===== src/rtl/frac_div_pkg.sv =====
package frac_div_pkg;

  // Width of the nominal divide count.
  localparam int unsigned DIV_W   = 16;
  // Width of the window length and of the correction count.
  localparam int unsigned WIN_W   = 24;
  // One extra bit so that an inserted tick on the largest count cannot overflow.
  localparam int unsigned LEN_W   = DIV_W + 1;
  // Smallest nominal count the divider accepts.
  localparam int unsigned MIN_DIV = 2;

  typedef logic [LEN_W-1:0] len_t;
  typedef logic [WIN_W-1:0] win_t;

  // What the control hands to the datapath for the period that is running.
  typedef struct packed {
    len_t periodLen;   // length of this period, in reference ticks
    logic firstOfWin;  // this period opens a window
  } ctrl2path_t;

endpackage


===== src/rtl/frac_div_ctrl.sv =====
module frac_div_ctrl
  import frac_div_pkg::*;
(
  input  logic             clk,
  input  logic             rst,
  input  logic             periodEnd,
  input  logic [DIV_W-1:0] divCount,
  input  win_t             corrCount,
  input  logic             corrInsert,
  input  win_t             winLen,
  output ctrl2path_t       c2p
);

  // Settings in force for the current window.
  len_t actBase;
  win_t actCorr;
  win_t actWin;
  logic actIns;

  // Spreading accumulator and index of the current period within the window.
  win_t acc;
  win_t perIdx;

  logic lastOfWin;
  logic loadNew;
  logic update;

  // Incoming settings after clamping and saturation.
  len_t rawBase;
  len_t newBase;
  win_t newWin;
  win_t newCorr;

  // Settings and accumulator value used to decide the next period.
  len_t selBase;
  win_t selWin;
  win_t selCorr;
  logic selIns;
  win_t accIn;

  win_t gap;
  logic adj;
  win_t nextAcc;
  len_t nextLen;

  assign lastOfWin = (perIdx == (actWin - win_t'(1)));
  assign loadNew   = rst || (periodEnd && lastOfWin);
  assign update    = rst || periodEnd;

  always_comb begin
    rawBase = len_t'(divCount);
    newBase = (rawBase < len_t'(MIN_DIV)) ? len_t'(MIN_DIV) : rawBase;
    newWin  = (winLen == '0) ? win_t'(1) : winLen;
    newCorr = (corrCount > newWin) ? newWin : corrCount;
  end

  always_comb begin
    selBase = loadNew ? newBase    : actBase;
    selWin  = loadNew ? newWin     : actWin;
    selCorr = loadNew ? newCorr    : actCorr;
    selIns  = loadNew ? corrInsert : actIns;
    accIn   = loadNew ? '0         : acc;
  end

  // Error-accumulator step. The accumulator stays in [0, selWin).
  // A period is adjusted when adding the correction count would reach the
  // window length.
  always_comb begin
    gap     = selWin - selCorr;
    adj     = (accIn >= gap);
    nextAcc = adj ? (accIn - gap) : (accIn + selCorr);
    if (!adj) begin
      nextLen = selBase;
    end else if (selIns) begin
      nextLen = selBase + len_t'(1);
    end else begin
      nextLen = selBase - len_t'(1);
    end
  end

  always_ff @(posedge clk) begin
    if (update) begin
      actBase        <= selBase;
      actWin         <= selWin;
      actCorr        <= selCorr;
      actIns         <= selIns;
      acc            <= nextAcc;
      perIdx         <= loadNew ? '0 : (perIdx + win_t'(1));
      c2p.periodLen  <= nextLen;
      c2p.firstOfWin <= loadNew;
    end
  end

endmodule


===== src/rtl/frac_div_path.sv =====
module frac_div_path
  import frac_div_pkg::*;
(
  input  logic       clk,
  input  logic       rst,
  input  ctrl2path_t c2p,
  output logic       periodEnd,
  output logic       tickPulse,
  output logic       squareOut,
  output logic       winStrobe
);

  logic running;
  len_t phase;
  len_t halfLen;

  assign halfLen   = c2p.periodLen >> 1;
  assign periodEnd = running && (phase == (c2p.periodLen - len_t'(1)));
  assign tickPulse = running && (phase == '0);
  assign squareOut = running && (phase < halfLen);
  assign winStrobe = tickPulse && c2p.firstOfWin;

  always_ff @(posedge clk) begin
    if (rst) begin
      running <= 1'b0;
      phase   <= '0;
    end else begin
      running <= 1'b1;
      if (running) begin
        phase <= periodEnd ? '0 : (phase + len_t'(1));
      end
    end
  end

endmodule


===== src/rtl/frac_clk_div.sv =====
module frac_clk_div
  import frac_div_pkg::*;
(
  input  logic             clk,
  input  logic             rst,
  input  logic [DIV_W-1:0] divCount,
  input  logic [WIN_W-1:0] corrCount,
  input  logic             corrInsert,
  input  logic [WIN_W-1:0] winLen,
  output logic             tickPulse,
  output logic             squareOut,
  output logic             winStrobe
);

  ctrl2path_t c2p;
  logic       periodEnd;

  frac_div_ctrl u_ctrl (
    .clk        (clk),
    .rst        (rst),
    .periodEnd  (periodEnd),
    .divCount   (divCount),
    .corrCount  (corrCount),
    .corrInsert (corrInsert),
    .winLen     (winLen),
    .c2p        (c2p)
  );

  frac_div_path u_path (
    .clk       (clk),
    .rst       (rst),
    .c2p       (c2p),
    .periodEnd (periodEnd),
    .tickPulse (tickPulse),
    .squareOut (squareOut),
    .winStrobe (winStrobe)
  );

endmodule


===== config.mk =====
export PLATFORM = sky130hd
export DESIGN_NAME = frac_clk_div
export DESIGN_NICKNAME = d
export VERILOG_FILES = /design/src/rtl/frac_div_pkg.sv /design/src/rtl/frac_div_ctrl.sv /design/src/rtl/frac_div_path.sv /design/src/rtl/frac_clk_div.sv
export SDC_FILE = /design/constraint.sdc
export NUM_CORES = 1
export LEC_CHECK = 0
export BUFFER_PORTS_ARGS = -buffer_cell sky130_fd_sc_hd__buf_2
export CAP_MARGIN = 25
export CORE_ASPECT_RATIO = 0.8
export CORE_MARGIN = 2
export CORE_UTILIZATION = 50
export CTS_BUF_LIST = sky130_fd_sc_hd__clkbuf_4 sky130_fd_sc_hd__clkbuf_8
export CTS_CLUSTER_DIAMETER = 120
export CTS_CLUSTER_SIZE = 14
export DETAILED_ROUTE_END_ITERATION = 10
export GPL_TIMING_DRIVEN = 1
export PLACE_DENSITY = 0.69
export SLEW_MARGIN = 20
export SYNTH_ARGS = -nofsm -noshare
export SYNTH_HDL_FRONTEND = slang
export SYNTH_SLANG_ARGS = --single-unit

===== constraint.sdc =====
create_clock -name clk -period 22.7 [get_ports clk]
set_clock_uncertainty 0.15 [all_clocks]
set_input_delay 2.27 -clock clk [delete_from_list [all_inputs] [get_ports clk]]
set_output_delay 2.27 -clock clk [all_outputs]
set_load 0.02 [all_outputs]

==> results.json <==
{
  "start_util_pct": 51.1,
  "n_antenna_cell": 0,
  "cts_sinks": 150,
  "wl_um": 34700,
  "netlist_area_um2": 13500,
  "synth-main-ff-cell": "edfxtp_1",
  "drc_errors": 0,
  "max_freq_mhz": 96.3,
  "synthArstFlopShare_pct": 0,
  "grt_pass1_wl_um": 55400,
  "crit_path_frequent_cell": "o21ai_0",
  "synth_commonest_cells": "nand2_1 (168), nor2_1 (145), edfxtp_1 (132)",
  "drv_slew": 0,
  "r2r_start": "u_ctrl.c2p[1]",
  "antenna_found_initial": 0,
  "hold_buffers": 0,
  "coreArea_um2": 26400,
  "cts_buffers": 17,
  "cts_buffer_depth": 2,
  "setup_viol": 0,
  "avgViaCountPerCell": 5.70,
  "synthToLayoutAreaGrowth_pct": 8.29,
  "finalSetupTns_ps": 0,
  "synthCells": 1565,
  "critPathKind": "in -> reg",
  "critPathRequiredTime_ps": 22780,
  "rows": 53,
  "grt_max_degree": 94,
  "crit_arrival_ps": 10470,
  "vdd_drop_max_v": 0.0000506,
  "clkLatencyLatePin_ps": 480,
  "drt_iter0_drc": 1099,
  "wl_per_cell_um": 17.5,
  "finalHoldViolations": 0,
  "nNetsFinal": 1807,
  "ctsResizeCount": 0,
  "drtAntennaViolNets": 0,
  "max_slew.worst_pin.slew_ps": 1030,
  "die_area_um2": 28300,
  "tritoncts": "built",
  "endpoint_kind": "flop",
  "min_from": "u_path.phase[1]",
  "syn-num-nets": 1762,
  "pin_count": 70,
  "status": "complete, no violations",
  "numPortBuffers": 69,
  "ys_warn_count": 0,
  "maxCapViolCount": 0,
  "cp_slowest_cell": "nor4_1",
  "place_congestion": 0.942,
  "yosysSeqAreaShare_pct": 32.1,
  "avgSynthCellArea_um2": 8.62,
  "layoutNonFillerInstCount": 1980,
  "rsz0062_at_grt": "false",
  "cts_setup_buffers": 0,
  "grt-ovfl-total": 0,
  "start_kind": "primary input",
  "slew-limit-headroom_pct": 30.5,
  "drive_gt1_share_pct": 8.93,
  "clkTransAtPathRegs_ps": 80,
  "die_y_um": 151,
  "synth_area_leaders": "edfxtp_1 (29%), ha_1 (12%), xnor2_1 (5.5%)",
  "ys_seq_elements": 150,
  "finalCritPeriodShare_pct": 45.8,
  "first_global_vias": 10285,
  "dpl.hpwl_um": 26900,
  "leakagePower_nw": 6.32,
  "post-synth-top-area-fraction_pct": 29.4,
  "synth_most_common_cell": "nand2_1",
  "pwr_density_cell_nw_per_um2": 88.6,
  "synthDistinctLibCells": 77,
  "path_max_fanout": 54,
  "die_w_um": 188,
  "synth_edf_count": 132,
  "holdCritPathClass": "reg -> reg",
  "grt_usage_pct": 25.0,
  "drtPass1Iterations": 5,
  "vias": 11289,
  "htree_levels": 4,
  "cp_slowest_stage_delay_ps": 880,
  "cts_root_buf": "clkbuf_8",
  "min_period_ps": 10390,
  "startpoint": "winLen[1]",
  "dp_cells": 1948,
  "synth_top_area_cell": "edfxtp_1"
}
routing by layer:
layer / up-vias / routed length [um] / track usage [%]
li1: 5713 / - / -
met1: 5234 / 18300 / 39.1
met2: 319 / 13900 / 35.9
met3: 23 / 2080 / 3.99
met4: 0 / 364 / 5.51
met5: - / 0 / 0
sequential cells by signal, indices dropped and copies added (netlist names):
name,flops
u_ctrl.actCorr,24
u_ctrl.acc,24
u_path.running,1
u_ctrl.c2p,18
u_ctrl.actWin,24
u_path.phase,17
u_ctrl.perIdx,24
u_ctrl.actBase,17
u_ctrl.actIns,1
worst max-delay path, delay by kind of cell:
kind,cells,cell delay (ps)
AOI/OAI and AO/OA,21,4850
and+or+nand+nor,2,1240
buffers and inverters,5,1010
adders and majority gates,3,800
xor gates and xnor gates,1,180
muxes,1,120
metrics by stage:
stage	utilization, %	hold slack, ps	total power, mW	setup WS (ps)	area, um2
after floorplan	-	357	0.907	13040	13500
after global placement	53.7	405	1.05	12170	14200
after detailed placement	53.8	410	1.06	12000	14200
after CTS	55.3	431	1.28	12480	14600
after global routing	55.3	460	1.38	11750	14600
final	55.3	423	1.29	12310	14600
kinds of logic after synthesis:
logic type	synth area share (%)
DFF	32.1
buffers and inverters	4.52
AOI/OAI and AO/OA	18.8
xor gates and xnor gates	11.0
muxes	1.74
and+or+nand+nor	19.5
adders and majority gates	12.4
power by group:
group | internal [mW] | leakage [nW] | switching [mW]
clock | 0.109 | 0.193 | 0.113
sequential | 0.370 | 1.46 | 0.0331
combinational | 0.276 | 4.67 | 0.392
total | 0.755 | 6.32 | 0.538
final cells by class:
| class | instances | area (um2) |
|---|---|---|
| clock buffer | 18 | 241 |
| clock inverter | 14 | 159 |
| fill | 2443 | 11800 |
| inverter | 106 | 398 |
| multi-input combinational | 1255 | 8590 |
| sequential | 150 | 4320 |
| tap | 357 | 447 |
| timing repair buffer | 80 | 448 |
cells in the final DEF (no fill, tap or decap), types with 29 or more instances in the layout:
master    netlist  layout
o21ai_0        90      90
and2_1         29      29
ha_1          127     127
edfxtp_1      132     132
buf_2           1      69
a21oi_1       119     119
inv_1         105     105
nand4_1        30      30
nand2_1       168     168
nor2_1        145     145
xnor2_1        85      85
a21o_1         62      62
xor2_1         85      85
worst paths after layout:
check	cells after the start	slack [ps]	to
worst min-delay path	2	420	u_path.phase[1]
worst min register to register	2	420	u_path.phase[1]
worst max register to register	31	13220	u_ctrl.acc[18]
worst max-delay path	33	12310	u_ctrl.acc[18]
No activity file was read; power rests on OpenSTA's default activity.
